### src/rtl/gpio_irq_pkg.sv
package gpio_irq_pkg;
  localparam int ADDR_W = 3;

  typedef enum logic [ADDR_W-1:0] {
    REG_PIN_EN   = 3'd0,
    REG_EDGE_SEL = 3'd1,
    REG_FLAGS    = 3'd2,
    REG_STATUS   = 3'd3,
    REG_CTRL     = 3'd4
  } reg_addr_e;

  localparam int CTRL_SRC_BIT = 0;
  localparam int CTRL_GIE_BIT = 1;
endpackage

### src/rtl/gpio_sync.sv
module gpio_sync #(
  parameter int W      = 8,
  parameter int STAGES = 2
) (
  input  logic         clk,
  input  logic         rst_n,
  input  logic [W-1:0] async_in,
  output logic [W-1:0] sync_out,
  output logic         primed
);
  localparam int CW = $clog2(STAGES + 2);
  localparam logic [CW-1:0] PRIME_AT = CW'(STAGES + 1);

  logic [W-1:0] stage_q [STAGES];
  logic [CW-1:0] warm_q;

  genvar s;
  generate
    for (s = 0; s < STAGES; s++) begin : g_stage
      always_ff @(posedge clk or negedge rst_n) begin
        if (!rst_n) stage_q[s] <= '0;
        else if (s == 0) stage_q[s] <= async_in;
        else stage_q[s] <= stage_q[(s == 0) ? 0 : s-1];
      end
    end
  endgenerate

  assign sync_out = stage_q[STAGES-1];
  assign primed   = (warm_q == PRIME_AT);

  always_ff @(posedge clk or negedge rst_n) begin
    if (!rst_n) warm_q <= '0;
    else if (!primed) warm_q <= warm_q + CW'(1);
  end

  a_r1_primed_hold: assert property (@(posedge clk) disable iff (!rst_n)
    primed |=> primed);
endmodule

### src/rtl/gpio_edge_flag.sv
module gpio_edge_flag #(
  parameter int W = 8
) (
  input  logic         clk,
  input  logic         rst_n,
  input  logic [W-1:0] level,
  input  logic         armed,
  input  logic [W-1:0] fall_sel,
  input  logic [W-1:0] clr,
  output logic [W-1:0] flags,
  output logic [W-1:0] evt
);
  logic [W-1:0] prev_q;
  logic [W-1:0] rise, fall;

  assign rise = level & ~prev_q;
  assign fall = ~level & prev_q;
  assign evt  = {W{armed}} & ((~fall_sel & rise) | (fall_sel & fall));

  always_ff @(posedge clk or negedge rst_n) begin
    if (!rst_n) prev_q <= '0;
    else prev_q <= level;
  end

  genvar i;
  generate
    for (i = 0; i < W; i++) begin : g_pin
      always_ff @(posedge clk or negedge rst_n) begin
        if (!rst_n) flags[i] <= 1'b0;
        else if (evt[i]) flags[i] <= 1'b1;
        else if (clr[i]) flags[i] <= 1'b0;
      end

      a_r6_sticky: assert property (@(posedge clk) disable iff (!rst_n)
        (flags[i] && !clr[i]) |=> flags[i]);
      a_r6_clear: assert property (@(posedge clk) disable iff (!rst_n)
        (clr[i] && !evt[i]) |=> !flags[i]);
      a_r7_set_wins: assert property (@(posedge clk) disable iff (!rst_n)
        evt[i] |=> flags[i]);
      a_r1_quiet_until_armed: assert property (@(posedge clk) disable iff (!rst_n)
        !armed |-> !evt[i]);
    end
  endgenerate
endmodule

### src/rtl/gpio_irq_regs.sv
module gpio_irq_regs
  import gpio_irq_pkg::*;
#(
  parameter int W = 8
) (
  input  logic              clk,
  input  logic              rst_n,
  input  logic              wr_en,
  input  logic [ADDR_W-1:0] addr,
  input  logic [W-1:0]      wdata,
  input  logic [W-1:0]      flags,
  output logic [W-1:0]      rdata,
  output logic [W-1:0]      pin_en,
  output logic [W-1:0]      fall_sel,
  output logic              src_en,
  output logic              gie,
  output logic [W-1:0]      clr
);
  logic [W-1:0] ctrl_word;

  always_ff @(posedge clk or negedge rst_n) begin
    if (!rst_n) begin
      pin_en   <= '0;
      fall_sel <= '0;
      src_en   <= 1'b0;
      gie      <= 1'b0;
    end else if (wr_en) begin
      case (addr)
        REG_PIN_EN:   pin_en   <= wdata;
        REG_EDGE_SEL: fall_sel <= wdata;
        REG_CTRL: begin
          src_en <= wdata[CTRL_SRC_BIT];
          gie    <= wdata[CTRL_GIE_BIT];
        end
        default: ;
      endcase
    end
  end

  assign clr = (wr_en && addr == REG_FLAGS) ? wdata : '0;

  always_comb begin
    ctrl_word = '0;
    ctrl_word[CTRL_SRC_BIT] = src_en;
    ctrl_word[CTRL_GIE_BIT] = gie;
    case (addr)
      REG_PIN_EN:   rdata = pin_en;
      REG_EDGE_SEL: rdata = fall_sel;
      REG_FLAGS:    rdata = flags;
      REG_STATUS:   rdata = flags & pin_en;
      REG_CTRL:     rdata = ctrl_word;
      default:      rdata = '0;
    endcase
  end

  a_r2_enable_write: assert property (@(posedge clk) disable iff (!rst_n)
    (wr_en && addr == REG_PIN_EN) |=> (pin_en == $past(wdata)));
endmodule

### src/rtl/gpio_irq_port.sv
module gpio_irq_port
  import gpio_irq_pkg::*;
#(
  parameter int NPINS       = 8,
  parameter int SYNC_STAGES = 2
) (
  input  logic              clk,
  input  logic              rst_n,
  input  logic [NPINS-1:0]  pin_in,
  input  logic              bus_wr_en,
  input  logic [ADDR_W-1:0] bus_addr,
  input  logic [NPINS-1:0]  bus_wdata,
  output logic [NPINS-1:0]  bus_rdata,
  output logic              irq_req
);
  logic [NPINS-1:0] level, flags, evt, pin_en, fall_sel, clr;
  logic             armed, src_en, gie;

  gpio_sync #(.W(NPINS), .STAGES(SYNC_STAGES)) u_sync (
    .clk(clk), .rst_n(rst_n), .async_in(pin_in),
    .sync_out(level), .primed(armed)
  );

  gpio_edge_flag #(.W(NPINS)) u_flag (
    .clk(clk), .rst_n(rst_n), .level(level), .armed(armed),
    .fall_sel(fall_sel), .clr(clr), .flags(flags), .evt(evt)
  );

  gpio_irq_regs #(.W(NPINS)) u_regs (
    .clk(clk), .rst_n(rst_n), .wr_en(bus_wr_en), .addr(bus_addr),
    .wdata(bus_wdata), .flags(flags), .rdata(bus_rdata),
    .pin_en(pin_en), .fall_sel(fall_sel), .src_en(src_en), .gie(gie),
    .clr(clr)
  );

  assign irq_req = gie & src_en & (|(flags & pin_en));

  a_r8_gie_gate: assert property (@(posedge clk) disable iff (!rst_n)
    !gie |-> !irq_req);
  a_r8_src_gate: assert property (@(posedge clk) disable iff (!rst_n)
    !src_en |-> !irq_req);
  a_r5_masked_pins_quiet: assert property (@(posedge clk) disable iff (!rst_n)
    (pin_en == '0) |-> !irq_req);
endmodule

### config.mk
export PLATFORM = sky130hd
export DESIGN_NAME = gpio_irq_port
export DESIGN_NICKNAME = d
export VERILOG_FILES = /design/src/rtl/gpio_irq_pkg.sv /design/src/rtl/gpio_sync.sv /design/src/rtl/gpio_edge_flag.sv /design/src/rtl/gpio_irq_regs.sv /design/src/rtl/gpio_irq_port.sv
export SDC_FILE = /design/constraint.sdc
export NUM_CORES = 1
export LEC_CHECK = 0
export BUFFER_PORTS_ARGS = -buffer_cell sky130_fd_sc_hd__buf_4
export CORE_MARGIN = 3
export CORE_UTILIZATION = 55
export DETAILED_ROUTE_END_ITERATION = 8
export GPL_TIMING_DRIVEN = 0
export PLACE_DENSITY = 0.85
export SLEW_MARGIN = 20
export SYNTH_ARGS = -nofsm -noshare
export SYNTH_HDL_FRONTEND = slang
export SYNTH_SLANG_ARGS = --single-unit
export TNS_END_PERCENT = 100
### constraint.sdc
create_clock -name clk -period 3.51 [get_ports clk]
set_clock_uncertainty 0.1 [all_clocks]
set_input_delay 0.351 -clock clk [delete_from_list [all_inputs] [get_ports clk]]
set_output_delay 0.351 -clock clk [all_outputs]
set_load 0.005 [all_outputs]
==> impl_metrics.tcl, run 1 <==
set metrics [dict create \
    status "completed" \
    io_pins 31 \
    syn_nets 193 \
    postRouteWirelength_mm 4.40 \
    multi_input_area_um2 836 \
    core_mm2 0.00374 \
    vias 1491 \
    ys_ff_latch 52 \
    synth_cell_types 30 \
    ff2ff_setup_slack_ps 1920 \
    required_ps 3060 \
    grtUsageTotal_pct 21.1 \
    slew_viol_final 0 \
    cts_tree "built" \
    antenna_found_initial 0 \
    yosys.area.top_type "dfrtp_1" \
    clk_pin_slew_worst_paths_ps 90 \
    die_y_um 68.9 \
    finalInstanceArea_mm2 0.00259 \
    yosysMostFrequentCell "dfrtp_1" \
    post_cts_buffers 0 \
    port_buffers 30 \
    cts_buffers 5 \
    antennaDiodeCount 0 \
    finalSetupTns_ps 0 \
    grt_max_degree 53 \
    synth_common_cells "dfrtp_1 (52), mux2_2 (19), nand2_1 (17), a22o_1 (9), nand2b_1 (9)" \
    cts.path.max_buffers 2 \
    yosysSeqAreaShare_pct 59.8 \
    syn_avg_cell_area_um2 12.8 \
    area_growth_pct 19.1 \
    synth_top_flop_cell "dfrtp_1" \
    synth_area_mm2 0.00218 \
    synthCells 170 \
    grt.overflow.total 0 \
    hold_violations 0 \
    ant_nets 0 \
    die_x_um 68.9 \
    peakVddDrop_mv 0.373 \
    die_area_mm2 0.00475 \
    drive_above_1_share_pct 29.7 \
    ctsHtreeMaxLevel 2 \
    final_nets 231 \
    synth-edff-count 0 \
    regArea_mm2 0.00130 \
    globalplace.congestion 0.888 \
    hold_buffers 1 \
    cts.sink_count 52 \
    min_period_ps 2410 \
    drv_cap 0 \
    hpwlAfterDp_mm 3.15 \
    drt_pass1_iterations 4 \
    endpoint_kind "output port" \
    synth_top_area_share_pct 59.8 \
    viasPerCell 5.80 \
    p_leak_nw 1.14 \
    cts_resized 0 \
    relSlewSlack_pct 53.3 \
    drc_errors 0 \
    num-fill-cells 270 \
    initial_utilization_pct 58.2 \
    worstMarginPinSlew_ps 683 \
    synth_area_leaders "dfrtp_1 (60%), mux2_2 (9.8%), a22o_1 (3.6%)" \
    setup.worst_path.start_class "primary input" \
    placed_cell_area_mm2 0.00246 \
    cp_max_fo 10 \
    drt_iter0_drc 89 \
    clock_latency_ps 300 \
    grt_pass1_vias 1478 \
    finalSetupViolCount 0 \
    critPathKind "primary input to output port" \
    placementRows 22 \
    power.density_mw_per_mm2 525 \
    rsz0062_at_grt "no" \
    cts_root_buf "clkbuf_8" \
    wl_per_cell_um 17.1 \
    worst-endpoint-arrival_ps 1960 \
    synth_warnings 0 \
    period_share_pct 68.7 \
    grt_pass1_wl_mm 7.18 \
    min_path_type "primary input to register" \
    synthArstFlopShare_pct 100 \
    max_freq_ghz 0.414 \
]
==> per-layer routing <==
metal  share of wire (%)  vias up  track usage [%]
met2                  50       45             33.8
met3                 5.6        7             5.02
met1                  43      751             28.2
met5                   0        -                0
met4                 1.4        0             7.06
li1                    -      688                -
==> layout make-up <==
type | instances | area share, %
sequential | 52 | 50.2
multi-input combinational | 110 | 32.2
timing repair buffer | 31 | 9.07
clock buffer | 6 | 3.18
tap | 48 | 2.32
buffer | 8 | 1.54
clock inverter | 2 | 1.50
==> power breakdown <==
part           switching (mW)  total (mW)  internal [mW]  leakage, nW
clock                   0.188       0.421          0.233       0.0614
combinational          0.0878       0.209          0.122        0.488
sequential             0.0626       0.731          0.668        0.588
==> state kept, by name, indices dropped and copies added (netlist names) <==
name             count
u_regs.gie           1
u_sync.warm_q        2
u_sync.sync_out      8
u_flag.prev_q        8
u_regs.src_en        1
u_regs.pin_en        8
u_sync.stage_q       8
u_flag.flags         8
u_regs.fall_sel      8
==> critical path: stages <==
cell	delay, ps
buf_4	120
buf_2	200
clkbuf_1	240
nor2b_1	190
a2111oi_0	630
buf_4	230
==> cell families after synthesis <==
group / count (synthesis) / synth area share, %
AOI/OAI and AO/OA: 32 / 11.2
DFF: 52 / 59.8
buffers and inverters: 8 / 1.84
and+or+nand+nor: 50 / 13.2
adders and majority gates: 1 / 0.575
xor gates and xnor gates: 1 / 0.402
muxes: 26 / 13.0
==> final timing paths <==
path,from,endpoint,cells past startpoint
setup / recovery,bus_addr[1],bus_rdata[2],6
hold / removal,pin_in[4],u_sync.stage_q[12]$_DFF_PN0_,1
setup reg to reg,u_sync.warm_q[0]$_DFFE_PN0N_,u_sync.warm_q[1]$_DFFE_PN0N_,3
hold reg to reg,u_sync.stage_q[15]$_DFF_PN0_,u_sync.sync_out[7]$_DFF_PN0_,0
max in group asynchronous,rst_n,u_sync.stage_q[14]$_DFF_PN0_,2
min in group asynchronous,rst_n,u_flag.prev_q[0]$_DFF_PN0_,2
==> stage by stage <==
step	worst slack [ps]	std cells	power (mW)	utilization (%)	hold WS [ps]
2_1_floorplan	1780	170	0.850	-	-44.6
3_3_place_gp	1260	248	0.932	65.8	232
3_5_place_dp	1150	248	0.952	65.8	236
4_1_cts	1120	257	1.37	69.3	42.6
5_1_grt	1040	257	1.43	69.3	28.4
6_report	1100	257	1.36	69.3	48.9
==> cell usage in the layout, fill, tap and decap left out, types with 2 or more instances in the layout <==
master / count
o21a_1: 2
buf_4: 30
nand2b_1: 9
a22oi_1: 2
dfrtp_1: 52
nand2_1: 17
clkbuf_1: 5
mux2i_1: 7
o22ai_1: 8
buf_2: 2
nor2b_1: 6
nand3b_1: 3
clkbuf_8: 6
mux2_2: 19
o21ai_0: 2
a22o_1: 9
a2111oi_0: 6
nor2_1: 7
Power figures use the tool's default switching activity.
==> run 2: changes to the inputs <==
- clock period: 3.51 -> 2.27 ns (I/O delays scaled with it)
==> impl_metrics.tcl, run 2 (synthesis gave the netlist of run 1 again) <==
set metrics [dict create \
    initial_utilization_pct 58.2 \
    cp_max_fo 10 \
    crit_path_max_incr_delay_ps 630 \
    antennaDiodeCount 0 \
    layout_commonest_cell "dfrtp_1" \
    worst-endpoint-arrival_ps 1840 \
    area_growth_pct 22.8 \
    placementRows 22 \
    max_freq_ghz 0.462 \
    die_area_mm2 0.00475 \
    layout_common_cells "dfrtp_1 (52), buf_4 (30), mux2_2 (19)" \
    switchingPower_mw 0.525 \
    required_ps 1940 \
    min_period_ps 2160 \
    ctsHtreeMaxLevel 2 \
    p_total_mw 2.12 \
    r2r-end "u_sync.warm_q[1]$_DFFE_PN0N_" \
    drc_errors 0 \
    critPathKind "primary input to output port" \
    endpoint_kind "output port" \
    setup.worst_path.start_class "primary input" \
    min_path_type "primary input to register" \
    reg2reg_from "u_sync.warm_q[0]$_DFFE_PN0N_" \
    cts_buffers 5 \
    grtUsageTotal_pct 21.4 \
    num-fill-cells 258 \
    hold_depth 2 \
    grt_pass1_wl_mm 7.30 \
    cts.sink_count 52 \
    switching_share_pct 24.8 \
    peakVddDrop_mv 0.576 \
    post_cts_buffers 0 \
    clk_pin_slew_worst_paths_ps 90 \
    seq_power_share_pct 53.4 \
    die_x_um 68.9 \
    drv_cap 0 \
    port_buffers 30 \
    finish.utilization_pct 71.4 \
    hold_slack_ps 76.8 \
    ff2ff_setup_slack_ps 690 \
    p_clk_share_pct 30.8 \
    relSlewSlack_pct 53.4 \
    cts.path.max_buffers 2 \
    final_nets 239 \
    finalInstanceArea_mm2 0.00267 \
    grt_pass1_vias 1502 \
    cts_tree "built" \
    holdCritStartpoint "bus_wdata[5]" \
    finalSetupTns_ps 0 \
    core_mm2 0.00374 \
    finalSetupViolCount 0 \
    grt_max_degree 53 \
    cts_root_buf "clkbuf_8" \
    period_share_pct 95.3 \
    postRouteWirelength_mm 4.47 \
    fin_ws_ps 107 \
    drive_above_1_share_pct 28.6 \
    die_y_um 68.9 \
    status "completed" \
    cpMostUsedCell "buf_4" \
    hold_violations 0 \
    dp_slack_ps 158 \
    reg2reg_depth 3 \
    vias 1537 \
    power.density_mw_per_mm2 791 \
    multi_input_area_um2 836 \
    place_inst 248 \
    p_int_mw 1.59 \
    slowest_stage "a2111oi_0" \
    rsz0062_at_grt "no" \
    crit_chain "buf_4, buf_2, clkbuf_1, nor2b_1, a2111oi_0, buf_4" \
    wl_per_cell_um 16.9 \
    viasPerCell 5.80 \
    regArea_mm2 0.00130 \
    drt_iter0_drc 78 \
    globalplace.congestion 0.888 \
    holdPathEnd "u_regs.fall_sel[5]$_DFFE_PN0P_" \
    worstMarginPinSlew_ps 681 \
    io_pins 31 \
    ant_nets 0 \
    drt_pass1_iterations 4 \
    hpwlAfterDp_mm 3.15 \
    placed_cell_area_mm2 0.00246 \
    slew_viol_final 0 \
    p_leak_nw 1.17 \
    grt.overflow.total 0 \
    final_cells 265 \
    power_frac_comb_pct 15.8 \
    antenna_found_initial 0 \
    clock_latency_ps 300 \
]
## run 2: worst max path at each step
stage / slack (ps) / endpoint / start / depth (start not counted)
after detailed placement: 160 / bus_rdata[2] / bus_addr[1] / 6
after CTS: 130 / bus_rdata[2] / bus_addr[1] / 6
after global routing: 40 / bus_rdata[2] / bus_addr[1] / 6
after global placement: 270 / bus_rdata[7] / bus_addr[1] / 6
final: 110 / bus_rdata[2] / bus_addr[1] / 6
after floorplan: 760 / u_regs.pin_en[0]$_DFFE_PN0P_ / bus_addr[0] / 4
## run 2: worst max-delay path, delay by kind of cell
kind,cells,cell delay [ps]
AND/OR/NAND/NOR,1,190
AO/OA/AOI/OAI,1,630
buffers and inverters,4,790
## run 2: power by group through the flow
stage	Sequential [mW]	Combinational, mW	Clock (mW)
after floorplan	1.12	0.197	0
after global placement	1.14	0.305	0
after detailed placement	1.15	0.325	0
after CTS	1.13	0.338	0.665
after global routing	1.15	0.372	0.701
final	1.13	0.335	0.651
## run 2: area by class of cell
| type | count | share of cell area, % |
|---|---|---|
| plain buffers | 8 | 1.50 |
| repair buffers | 39 | 11.8 |
| clock inverters | 2 | 1.45 |
| flip-flops and latches | 52 | 48.7 |
| clock buffers | 6 | 3.09 |
| multi-input cells | 110 | 31.3 |
| well taps | 48 | 2.25 |
## run 2: repair_timing
action,CTS,global route
hold endpoints to repair,60,0
hold buffers,9,0
gates resized for setup,0,0
endpoints found under the setup margin,0,0
## run 2: routing by layer
metal	vias to the layer above	track usage (%)	wire length, um
met5	-	0	0
met4	0	7.06	61
met3	8	5.02	279
met2	52	34.4	2250
met1	773	28.8	1880
li1	704	-	-
==> run 3: changes to the inputs <==
- BUFFER_PORTS_ARGS: -buffer_cell sky130_fd_sc_hd__buf_4 -> -buffer_cell sky130_fd_sc_hd__buf_2
==> impl_metrics.tcl, run 3 (synthesis gave the netlist of run 1 again) <==
set metrics [dict create \
    status "completed" \
    reg2reg_depth 3 \
    die_x_um 68.9 \
    hpwlAfterDp_mm 2.92 \
    hold_violations 0 \
    power_frac_comb_pct 14.4 \
    ff2ff_setup_slack_ps 700 \
    ctsHtreeMaxLevel 2 \
    final_nets 239 \
    grt_pass1_wl_mm 6.95 \
    period_share_pct 91.0 \
    clock_latency_ps 310 \
    cts_buffers 5 \
    endpoint_kind "output port" \
    routed-wl-met2_mm 2.05 \
    cts_tree "built" \
    clk_pin_slew_worst_paths_ps 80 \
    seq_power_share_pct 53.5 \
    finalSetupViolCount 0 \
    drc_errors 0 \
    p_clk_share_pct 32.1 \
    vias 1530 \
    num-fill-cells 285 \
    initial_utilization_pct 58.2 \
    port_buffers 30 \
    drt_iter0_drc 98 \
    rsz0062_at_grt "no" \
    switchingPower_mw 0.513 \
    min_period_ps 2070 \
    relSlewSlack_pct 57.9 \
    core_mm2 0.00374 \
    io_pins 31 \
    peakVddDrop_mv 0.670 \
    antennaDiodeCount 0 \
    crit_start "bus_addr[1]" \
    cp_max_fo 10 \
    r2r-end "u_sync.warm_q[1]$_DFFE_PN0N_" \
    p_int_mw 1.60 \
    cts_resized 0 \
    antenna_found_initial 0 \
    p_leak_nw 1.15 \
    switching_share_pct 24.3 \
    layout_common_cells "dfrtp_1 (52), buf_2 (31), mux2_2 (19)" \
    wl_met3_um 252 \
    globalplace.congestion 0.804 \
    dr.max_layer_used "met4" \
    cts.sink_count 52 \
    final_cells 265 \
    area_growth_pct 19.7 \
    cts.path.max_buffers 2 \
    min_path_type "primary input to register" \
    setup.worst_path.start_class "primary input" \
    layout_commonest_cell "dfrtp_1" \
    worstSetupEndpoint "bus_rdata[2]" \
    postRouteWirelength_mm 4.27 \
    slew_viol_final 0 \
    grt.overflow.total 0 \
    drt_pass1_iterations 4 \
    critPathKind "primary input to output port" \
    max_freq_ghz 0.484 \
    placementRows 22 \
    ant_nets 0 \
    die_area_mm2 0.00475 \
    required_ps 1940 \
    grt_max_degree 53 \
    drv_cap 0 \
    wl_met1_mm 1.89 \
    place_inst 248 \
    worstMarginPinSlew_ps 631 \
    reg2reg_from "u_sync.warm_q[0]$_DFFE_PN0N_" \
    dp_slack_ps 227 \
    grt_pass1_vias 1491 \
    wl_per_cell_um 16.1 \
    hold_slack_ps 83.2 \
    fin_ws_ps 204 \
    worst-endpoint-arrival_ps 1740 \
    drive_above_1_share_pct 28.6 \
    die_y_um 68.9 \
    cts_root_buf "clkbuf_8" \
    viasPerCell 5.77 \
    finalSetupTns_ps 0 \
    power.density_mw_per_mm2 810 \
    grtUsageTotal_pct 20.6 \
]
## run 3: cell type report
type	count	area (um^2)	area share, %
Sequential cell	52	1300	49.9
Multi-Input combinational cell	110	836	32.1
Timing Repair Buffer	39	243	9.31
Clock buffer	7	96.3	3.70
Tap cell	48	60.1	2.30
Buffer	8	40.0	1.54
Clock inverter	1	30.0	1.15
## run 3: power by group through the flow
stage	Clock (mW)	Sequential, mW	Combinational, mW
3_3_place_gp	0	1.14	0.282
6_report	0.677	1.13	0.304
4_1_cts	0.693	1.13	0.307
2_1_floorplan	0	1.12	0.197
5_1_grt	0.728	1.15	0.339
3_5_place_dp	0	1.15	0.293
## run 3: critical path, stage by stage
cell       delay (ps)
buf_2             120
buf_2             200
clkbuf_1          250
nor2b_1           190
a2111oi_0         530
buf_2             220
## run 3: worst min-delay path by stage
stage / from / endpoint / slack (ps) / cells past startpoint
floorplan: rst_n / u_flag.flags[0]$_DFFE_PN0P_ / -170 / 0
finish: bus_wdata[2] / u_regs.pin_en[2]$_DFFE_PN0P_ / 80 / 2
global placement: u_sync.stage_q[12]$_DFF_PN0_ / u_sync.sync_out[4]$_DFF_PN0_ / 230 / 0
global route: bus_wdata[2] / u_regs.pin_en[2]$_DFFE_PN0P_ / 80 / 2
detailed placement: rst_n / u_regs.fall_sel[0]$_DFFE_PN0P_ / 190 / 1
CTS: bus_wdata[2] / u_regs.pin_en[2]$_DFFE_PN0P_ / 70 / 2
## run 3: repair_timing
| action | 4_1_cts | 5_1_grt |
|---|---|---|
| hold endpoints to repair | 60 | 0 |
| hold buffers | 9 | 0 |
| setup buffers | 0 | 0 |
## run 3: stage by stage
step                      instance area (um^2)  utilization, %  power, mW
final                                     2610            69.6       2.11
after global routing                      2610            69.6       2.21
after CTS                                 2610            69.6       2.13
after detailed placement                  2390            63.8       1.44
after global placement                    2390            63.8       1.42
after floorplan                           2180               -       1.32
## run 3: routing by layer
metal	track usage (%)	vias up
met5	0	-
met4	9.73	0
met3	5.02	7
met2	31.9	44
met1	27.2	761
li1	-	718
